<file path="config.mk">
export PLATFORM = sky130hd
export DESIGN_NAME = ifetch_cache
export DESIGN_NICKNAME = d
export VERILOG_FILES = /design/src/rtl/ifc_pkg.sv /design/src/rtl/ifc_tag_store.sv /design/src/rtl/ifc_data_store.sv /design/src/rtl/ifc_refill_ctrl.sv /design/src/rtl/ifetch_cache.sv
export SDC_FILE = /design/constraint.sdc
export NUM_CORES = 2
export LEC_CHECK = 0
export ABC_CLOCK_PERIOD_IN_PS = 10600
export BUFFER_PORTS_ARGS = -buffer_cell sky130_fd_sc_hd__buf_2
export CAP_MARGIN = 20
export CORE_AREA = 4 4 379 754
export CTS_BUF_LIST = sky130_fd_sc_hd__clkbuf_16
export DETAILED_ROUTE_END_ITERATION = 12
export DIE_AREA = 0 0 383 758
export HOLD_SLACK_MARGIN = 0.12
export PLACE_DENSITY = 0.49
export SETUP_SLACK_MARGIN = 0.05
export SKIP_LAST_GASP = 1
export SLEW_MARGIN = 20
export SYNTH_ARGS = -nofsm -noshare
export SYNTH_HDL_FRONTEND = slang
export SYNTH_SLANG_ARGS = --single-unit
</file>
<file path="constraint.sdc">
create_clock -name clk -period 10.6 [get_ports clk]
set_input_delay 2.65 -clock clk [delete_from_list [all_inputs] [get_ports clk]]
set_output_delay 2.65 -clock clk [all_outputs]
set_load 0.02 [all_outputs]
</file>
<file path="src/rtl/ifc_pkg.sv">
package ifc_pkg;
   typedef enum logic [1:0] {
      ST_IDLE = 2'd0,
      ST_REQ  = 2'd1,
      ST_RSP  = 2'd2,
      ST_DONE = 2'd3
   } ifc_state_e;
endpackage

</file>
<file path="src/rtl/ifc_tag_store.sv">
module ifc_tag_store #(
   parameter int LINES = 16,
   parameter int TAG_W = 24,
   localparam int IDX_W = $clog2(LINES)
) (
   input  logic             clk,
   input  logic             rst_n,
   input  logic [IDX_W-1:0] rd_idx,
   output logic [TAG_W-1:0] rd_tag,
   output logic             rd_valid,
   input  logic             wr_en,
   input  logic [IDX_W-1:0] wr_idx,
   input  logic [TAG_W-1:0] wr_tag,
   input  logic             wr_valid
);
   logic [LINES-1:0] valid_q;
   logic [TAG_W-1:0] tag_q [LINES];

   // valid bits are reset; tags need no reset because a clear valid bit masks them
   always_ff @(posedge clk or negedge rst_n) begin
      if (!rst_n) begin
         valid_q <= '0;
      end else if (wr_en) begin
         valid_q[wr_idx] <= wr_valid;
      end
   end

   always_ff @(posedge clk) begin
      if (wr_en) begin
         tag_q[wr_idx] <= wr_tag;
      end
   end

   assign rd_tag   = tag_q[rd_idx];
   assign rd_valid = valid_q[rd_idx];
endmodule

</file>
<file path="src/rtl/ifc_data_store.sv">
module ifc_data_store #(
   parameter int LINES = 16,
   parameter int WORDS = 4,
   localparam int IDX_W  = $clog2(LINES),
   localparam int WOFS_W = $clog2(WORDS),
   localparam int DEPTH  = LINES * WORDS
) (
   input  logic              clk,
   input  logic [IDX_W-1:0]  rd_idx,
   input  logic [WOFS_W-1:0] rd_ofs,
   output logic [31:0]       rd_data,
   input  logic              wr_en,
   input  logic [IDX_W-1:0]  wr_idx,
   input  logic [WOFS_W-1:0] wr_ofs,
   input  logic [31:0]       wr_data
);
   logic [31:0] mem_q [DEPTH];

   always_ff @(posedge clk) begin
      if (wr_en) begin
         mem_q[{wr_idx, wr_ofs}] <= wr_data;
      end
   end

   assign rd_data = mem_q[{rd_idx, rd_ofs}];
endmodule

</file>
<file path="src/rtl/ifc_refill_ctrl.sv">
module ifc_refill_ctrl
   import ifc_pkg::*;
#(
   parameter int LINES = 16,
   parameter int WORDS = 4,
   localparam int IDX_W  = $clog2(LINES),
   localparam int WOFS_W = $clog2(WORDS),
   localparam int TAG_W  = 30 - WOFS_W - IDX_W,
   localparam int LEN_W  = WOFS_W + 1
) (
   input  logic              clk,
   input  logic              rst_n,
   input  logic              cpu_req,
   input  logic [29:0]       cpu_waddr,
   input  logic              hit,
   input  logic              uncached,
   output logic              mem_cmd_valid,
   input  logic              mem_cmd_ready,
   output logic [31:0]       mem_cmd_addr,
   output logic [LEN_W-1:0]  mem_cmd_words,
   input  logic              mem_rsp_valid,
   output logic              mem_rsp_ready,
   input  logic [31:0]       mem_rsp_data,
   input  logic              mem_rsp_err,
   output logic              tag_we,
   output logic [IDX_W-1:0]  tag_widx,
   output logic [TAG_W-1:0]  tag_wtag,
   output logic              tag_wvalid,
   output logic              dat_we,
   output logic [IDX_W-1:0]  dat_widx,
   output logic [WOFS_W-1:0] dat_wofs,
   output ifc_state_e        state,
   output logic [31:0]       held_word,
   output logic              held_err
);
   ifc_state_e        st_q;
   logic [29:0]       waddr_q;
   logic              unc_q;
   logic              err_q;
   logic [31:0]       word_q;
   logic [WOFS_W-1:0] beat_q;

   logic              start;
   logic              beat_ok;
   logic              last_beat;
   logic [IDX_W-1:0]  cur_idx;
   logic [TAG_W-1:0]  cur_tag;
   logic [WOFS_W-1:0] cur_ofs;

   assign cur_ofs = waddr_q[WOFS_W-1:0];
   assign cur_idx = waddr_q[WOFS_W +: IDX_W];
   assign cur_tag = waddr_q[29 -: TAG_W];

   assign start     = (st_q == ST_IDLE) && cpu_req && (uncached || !hit);
   assign beat_ok   = (st_q == ST_RSP) && mem_rsp_valid;
   assign last_beat = unc_q || (beat_q == WOFS_W'(WORDS - 1));

   always_ff @(posedge clk or negedge rst_n) begin
      if (!rst_n) begin
         st_q    <= ST_IDLE;
         waddr_q <= '0;
         unc_q   <= 1'b0;
         err_q   <= 1'b0;
         word_q  <= '0;
         beat_q  <= '0;
      end else begin
         unique case (st_q)
            ST_IDLE: begin
               if (start) begin
                  st_q    <= ST_REQ;
                  waddr_q <= cpu_waddr;
                  unc_q   <= uncached;
                  err_q   <= 1'b0;
                  beat_q  <= '0;
               end
            end
            ST_REQ: begin
               if (mem_cmd_ready) begin
                  st_q <= ST_RSP;
               end
            end
            ST_RSP: begin
               if (mem_rsp_valid) begin
                  err_q <= err_q | mem_rsp_err;
                  if (unc_q || beat_q == cur_ofs) begin
                     word_q <= mem_rsp_data;
                  end
                  if (last_beat) begin
                     st_q <= ST_DONE;
                  end else begin
                     beat_q <= beat_q + 1'b1;
                  end
               end
            end
            ST_DONE: begin
               st_q <= ST_IDLE;
            end
            default: st_q <= ST_IDLE;
         endcase
      end
   end

   // command side
   assign mem_cmd_valid = (st_q == ST_REQ);
   assign mem_cmd_addr  = unc_q ? {waddr_q, 2'b00}
                                : {waddr_q[29:WOFS_W], {(WOFS_W + 2){1'b0}}};
   assign mem_cmd_words = unc_q ? LEN_W'(1) : LEN_W'(WORDS);
   assign mem_rsp_ready = (st_q == ST_RSP);

   // line bookkeeping: invalidate on miss start, validate on an error-free last beat
   always_comb begin
      tag_we     = 1'b0;
      tag_widx   = cur_idx;
      tag_wtag   = cur_tag;
      tag_wvalid = 1'b0;
      if (start && !uncached) begin
         tag_we   = 1'b1;
         tag_widx = cpu_waddr[WOFS_W +: IDX_W];
         tag_wtag = cpu_waddr[29 -: TAG_W];
      end else if (beat_ok && !unc_q && last_beat) begin
         tag_we     = 1'b1;
         tag_wvalid = !(err_q || mem_rsp_err);
      end
   end

   assign dat_we    = beat_ok && !unc_q;
   assign dat_widx  = cur_idx;
   assign dat_wofs  = beat_q;
   assign state     = st_q;
   assign held_word = word_q;
   assign held_err  = err_q;
endmodule

</file>
<file path="src/rtl/ifetch_cache.sv">
module ifetch_cache
   import ifc_pkg::*;
#(
   parameter int          LINES      = 16,
   parameter int          WORDS      = 4,
   parameter bit          UNC_ENABLE = 1'b1,
   parameter logic [31:0] UNC_MASK   = 32'hF000_0000,
   parameter logic [31:0] UNC_BASE   = 32'hB000_0000
) (
   input  logic                   clk,
   input  logic                   rst_n,
   input  logic                   cpu_req,
   input  logic [31:0]            cpu_addr,
   output logic                   cpu_stall,
   output logic                   cpu_valid,
   output logic [31:0]            cpu_instr,
   output logic                   cpu_err,
   output logic                   mem_cmd_valid,
   input  logic                   mem_cmd_ready,
   output logic [31:0]            mem_cmd_addr,
   output logic [$clog2(WORDS):0] mem_cmd_words,
   input  logic                   mem_rsp_valid,
   output logic                   mem_rsp_ready,
   input  logic [31:0]            mem_rsp_data,
   input  logic                   mem_rsp_err
);
   localparam int IDX_W  = $clog2(LINES);
   localparam int WOFS_W = $clog2(WORDS);
   localparam int TAG_W  = 30 - WOFS_W - IDX_W;

   // elaboration-time parameter checks
   if (LINES < 2 || LINES > 1024 || (LINES & (LINES - 1)) != 0) begin : g_bad_lines
      $error("ifetch_cache: LINES must be a power of two in 2..1024");
   end
   if (WORDS < 2 || WORDS > 32 || (WORDS & (WORDS - 1)) != 0) begin : g_bad_words
      $error("ifetch_cache: WORDS must be a power of two in 2..32");
   end

   logic [29:0]       waddr;
   logic [IDX_W-1:0]  rd_idx;
   logic [WOFS_W-1:0] rd_ofs;
   logic [TAG_W-1:0]  rd_tag_req;
   logic [TAG_W-1:0]  rd_tag;
   logic              rd_valid;
   logic [31:0]       rd_data;
   logic              hit;
   logic              uncached;
   logic              unused_ofs;

   logic              tag_we;
   logic [IDX_W-1:0]  tag_widx;
   logic [TAG_W-1:0]  tag_wtag;
   logic              tag_wvalid;
   logic              dat_we;
   logic [IDX_W-1:0]  dat_widx;
   logic [WOFS_W-1:0] dat_wofs;
   ifc_state_e        state;
   logic [31:0]       held_word;
   logic              held_err;

   assign unused_ofs = ^cpu_addr[1:0];
   assign waddr      = cpu_addr[31:2];
   assign rd_ofs     = waddr[WOFS_W-1:0];
   assign rd_idx     = waddr[WOFS_W +: IDX_W];
   assign rd_tag_req = waddr[29 -: TAG_W];

   if (UNC_ENABLE) begin : g_unc_window
      assign uncached = ((cpu_addr & UNC_MASK) == UNC_BASE);
   end else begin : g_all_cached
      assign uncached = 1'b0;
   end

   assign hit = rd_valid && (rd_tag == rd_tag_req);

   ifc_tag_store #(.LINES(LINES), .TAG_W(TAG_W)) u_tags (
      .clk      (clk),
      .rst_n    (rst_n),
      .rd_idx   (rd_idx),
      .rd_tag   (rd_tag),
      .rd_valid (rd_valid),
      .wr_en    (tag_we),
      .wr_idx   (tag_widx),
      .wr_tag   (tag_wtag),
      .wr_valid (tag_wvalid)
   );

   ifc_data_store #(.LINES(LINES), .WORDS(WORDS)) u_data (
      .clk     (clk),
      .rd_idx  (rd_idx),
      .rd_ofs  (rd_ofs),
      .rd_data (rd_data),
      .wr_en   (dat_we),
      .wr_idx  (dat_widx),
      .wr_ofs  (dat_wofs),
      .wr_data (mem_rsp_data)
   );

   ifc_refill_ctrl #(.LINES(LINES), .WORDS(WORDS)) u_ctrl (
      .clk           (clk),
      .rst_n         (rst_n),
      .cpu_req       (cpu_req),
      .cpu_waddr     (waddr),
      .hit           (hit),
      .uncached      (uncached),
      .mem_cmd_valid (mem_cmd_valid),
      .mem_cmd_ready (mem_cmd_ready),
      .mem_cmd_addr  (mem_cmd_addr),
      .mem_cmd_words (mem_cmd_words),
      .mem_rsp_valid (mem_rsp_valid),
      .mem_rsp_ready (mem_rsp_ready),
      .mem_rsp_data  (mem_rsp_data),
      .mem_rsp_err   (mem_rsp_err),
      .tag_we        (tag_we),
      .tag_widx      (tag_widx),
      .tag_wtag      (tag_wtag),
      .tag_wvalid    (tag_wvalid),
      .dat_we        (dat_we),
      .dat_widx      (dat_widx),
      .dat_wofs      (dat_wofs),
      .state         (state),
      .held_word     (held_word),
      .held_err      (held_err)
   );

   // delivery: same-cycle hit from idle, or the captured word one cycle after the last beat
   always_comb begin
      cpu_valid = 1'b0;
      cpu_instr = rd_data;
      cpu_err   = 1'b0;
      if (state == ST_DONE) begin
         cpu_valid = cpu_req;
         cpu_instr = held_word;
         cpu_err   = held_err && cpu_req;
      end else if (state == ST_IDLE) begin
         cpu_valid = cpu_req && hit && !uncached;
      end
   end

   assign cpu_stall = cpu_req && !cpu_valid;
endmodule

</file>
==> results by group <==
Clock tree
  – TritonCTS clock tree: yes
  – Root Driver: clkbuf_16
  – Clk buf depth: 4
  – CTS clk-pin slew, worst paths: 0.06 ns
  – Total clock sinks: 2516
  – CTS buffer count: 216
  – H-tree depth: 4
  – Clock Latency Late Sink: 0.87 ns
  – # Post-CTS Setup Buffers: 0
  – Hold buffers post-CTS: 0
  – Post-cts gate resize count: 0

Routing
  – Starting DRT DRC Count: 3685
  – # DRC: 0
  – Routed WL: 273700 µm
  – Drt first pass iters: 5
  – Post-route ant nets: 0
  – Vias/cell: 5.349
  – Drt wl/cell: 33.11 µm
  – Vias post-DR: 44214

Flow run
  – Max-cap violations: 0

Power and ir drop
  – VDD IR max: 227.7 µV
  – Power density over the cells: 197.2 mW/mm²
  – P_leak: 34.29 nW
  – Final Total Pwr: 21.85 mW

STA
  – Final setup fails: 0
  – Fin crit share: 86.28%
  – Hold Vio Cnt, Final: 0
  – Slew @ Worst Pin: 1.115 ns
  – Final slew viol count: 0
  – Post-route minimum period: 9.146 ns
  – Max Fclk: 109.3 MHz
  – Worst Clk Skew: 0.04309 ns
  – Setup tns final: 0 ns
  – Unrepaired setup endpoints after global routing: no
  – Slew margin rel.: 25.65%

Layout
  – Post-layout util: 39.56%
  – Final Non-Filler Cells: 8266
  – Layout cells sized above 1: 34.14%
  – Area Overhead vs Synth: 13.65%
  – Final #Nets: 4423

Global route
  – Aggregate global routing overflow: 0
  – Vias in the first global route: 47421
  – Pin count of the biggest net entering global routing: 73
  – First-pass GRT wire length: 381300 µm
  – Initial antenna violation count: 20
  – Gr usage total: 18.73%

Floorplanning
  – Num ports: 142
  – Die X: 383 µm
  – Initial Util: 34.81%
  – Rows: 275
  – Die H: 758 µm
  – Die ar.: 0.2903 mm²
  – Core area: 0.2801 mm²

Setup path
  – CP Capture Type: output port
  – Critical path's top delay family: compound AO/OA/AOI/OAI gates
  – Critical path's slowest cell: a2111oi_2
  – Crit path buffers/inverters: 2
  – Worst stage delay on the critical path: 0.74 ns
  – Crit path max fanout: 72
  – Critical path class: in2out
  – Data required, critical path: 7.95 ns
  – Worst path cell trace: buf_8 > mux4_2 > a22o_1 > a221oi_1 > xor2_1 > o211ai_1 > a2111oi_2 > a31oi_1 > and2_1 > buf_2
  – Startpoint Class: input port
  – Crit path DAT: 6.50 ns

Placement
  – Final GP Congestion: 0.8132
  – Placed insts: 7868
  – Detailed placement HPWL: 166200 µm
  – Port-buffer cells: 136

Run status
  – Status: finished, final reports clean

Synth
  – Register bit count reported by yosys: 2516
  – Avg Synthesized Cell Area: 23.93 µm²
  – Mapped Area: 0.09750 mm²
  – Asr flop ratio synth: 3.339%
  – Most used DFF post-synth: edfxtp_1
  – Ys Warns: 0
  – Synth cell types: 59
  – Post-synth EDFFs: 2432
  – Sequential fraction of the synthesis area: 77.06%
  – Syn Inst Count: 4074

Worst hold path
  – HP Class: reg2reg
-- synth_stat cells (11+ instances only) --
master / n / area (µm²)
nor2_1: 80 / 300.3
mux4_2: 750 / 16890
mux2_2: 119 / 1340
clkbuf_1: 131 / 491.7
a22oi_1: 12 / 90.09
buf_4: 37 / 277.8
xnor2_1: 19 / 166.4
mux2i_1: 66 / 660.6
nand2b_1: 11 / 68.82
a2bb2oi_1: 11 / 96.34
dfrtp_1: 84 / 2102
nand2_1: 41 / 153.9
o22ai_1: 17 / 106.4
buf_6: 11 / 123.9
buf_2: 15 / 75.07
buf_1: 52 / 195.2
a21oi_1: 13 / 65.06
nand4_1: 18 / 112.6
nand3_1: 12 / 60.06
edfxtp_1: 2432 / 73030
o31ai_1: 11 / 82.58
-- registers in the layout (all words and copies together) (netlist names) --
register / cells
u_ctrl.unc_q: 1
u_tags.valid_q: 16
u_ctrl.held_err: 1
u_data.mem_q: 2048
u_ctrl.waddr_q: 30
u_ctrl.held_word: 32
u_ctrl.state: 2
u_tags.tag_q: 384
u_ctrl.dat_wofs: 2
-- kinds of logic after synthesis --
group                    after synthesis  synth area share [%]
XOR/XNOR                              29                0.2605
AND/OR/NAND/NOR                      203                0.9818
adder cells (fa/ha/maj)                5               0.06417
buffers and inverters                257                 1.247
other                                  1              0.003846
multiplexers                         940                 19.43
flip-flops                          2516                 77.06
AO/OA/AOI/OAI                        123                0.9471
-- final cells by class --
type                    instances  area (µm²)
diodes                          4       10.01
fillers                     24861      169300
repair buffers                301        2287
flip-flops and latches       2516       75130
clock inverters               174        1331
well taps                    3739        4678
clock buffers                 219        5480
inverters                      10       37.54
multi-input cells            1303       21850
-- final timing paths --
check                           depth (start not counted)                             start  slack, ns                          endpoint
worst max-delay path                                   10                       cpu_addr[5]       1.45                         cpu_stall
worst min-delay path                                    1  u_ctrl.held_word[30]$_DFFE_PN0P_       0.50  u_ctrl.held_word[30]$_DFFE_PN0P_
worst max register to register                         10      u_tags.tag_q[7][6]$_DFFE_PP_       4.98     u_tags.tag_q[15][0]$_DFFE_PP_
worst min register to register                          1  u_ctrl.held_word[30]$_DFFE_PN0P_       0.50  u_ctrl.held_word[30]$_DFFE_PN0P_
max in group asynchronous                               2                             rst_n       7.31  u_ctrl.held_word[12]$_DFFE_PN0P_
min in group asynchronous                               1                             rst_n       1.94  u_ctrl.held_word[24]$_DFFE_PN0P_
-- routing by layer --
layer / wire [µm] / global-route usage (%) / part of all wire, % / vias to the layer above
met5: 0 / 0 / 0 / -
met4: 10160 / 6.544 / 3.7 / 0
met3: 9278 / 1.926 / 3.4 / 421
met2: 155800 / 36.36 / 57 / 1115
met1: 98400 / 21.13 / 36 / 24660
li1: - / - / - / 18018
-- cell usage in the layout, fill, tap and decap left out, drive strengths merged, types with 9 or more instances in the layout --
| cell | count |
|---|---|
| a21oi | 14 |
| nand2 | 41 |
| mux4 | 750 |
| a221oi | 10 |
| a22oi | 12 |
| nand2b | 11 |
| edfxtp | 2432 |
| mux2i | 66 |
| buf | 301 |
| o31ai | 11 |
| dfrtp | 84 |
| mux2 | 124 |
| clkbuf | 219 |
| nor2b | 9 |
| nor2 | 80 |
| bufinv | 21 |
| o22ai | 17 |
| clkinv | 80 |
| nand3 | 12 |
| nand4 | 18 |
| xnor2 | 19 |
| xor2 | 10 |
| o21ai | 11 |
| nor3 | 9 |
| a2bb2oi | 11 |
| inv | 76 |
-- worst register-to-register path, delay by kind of cell (launching register included) --
kind	cells	cell delay (ns)
AO/OA/AOI/OAI	6	3.18
multiplexers	1	0.47
XOR/XNOR	1	0.42
buffers and inverters	1	0.42
AND/OR/NAND/NOR	1	0.40
flip-flops	1	0.37
-- report_power, final --
part	switching (mW)	leakage, nW	internal [mW]
clock network	3.59	3.56	4.25
registers	0.143	22.9	11.4
logic	1.65	7.83	0.793
-- per-stage QoR --
step | cell area, µm² | hold WS [ns] | setup WS (ns)
6_report | 110800 | 0.5024 | 1.454
5_1_grt | 110800 | 0.5183 | 1.260
4_1_cts | 110700 | 0.5058 | 1.367
3_5_place_dp | 103900 | 0.4903 | 1.358
3_3_place_gp | 103900 | 0.4835 | 1.394
2_1_floorplan | 97500 | 0.4750 | 2.271
Power figures use the tool's default switching activity.
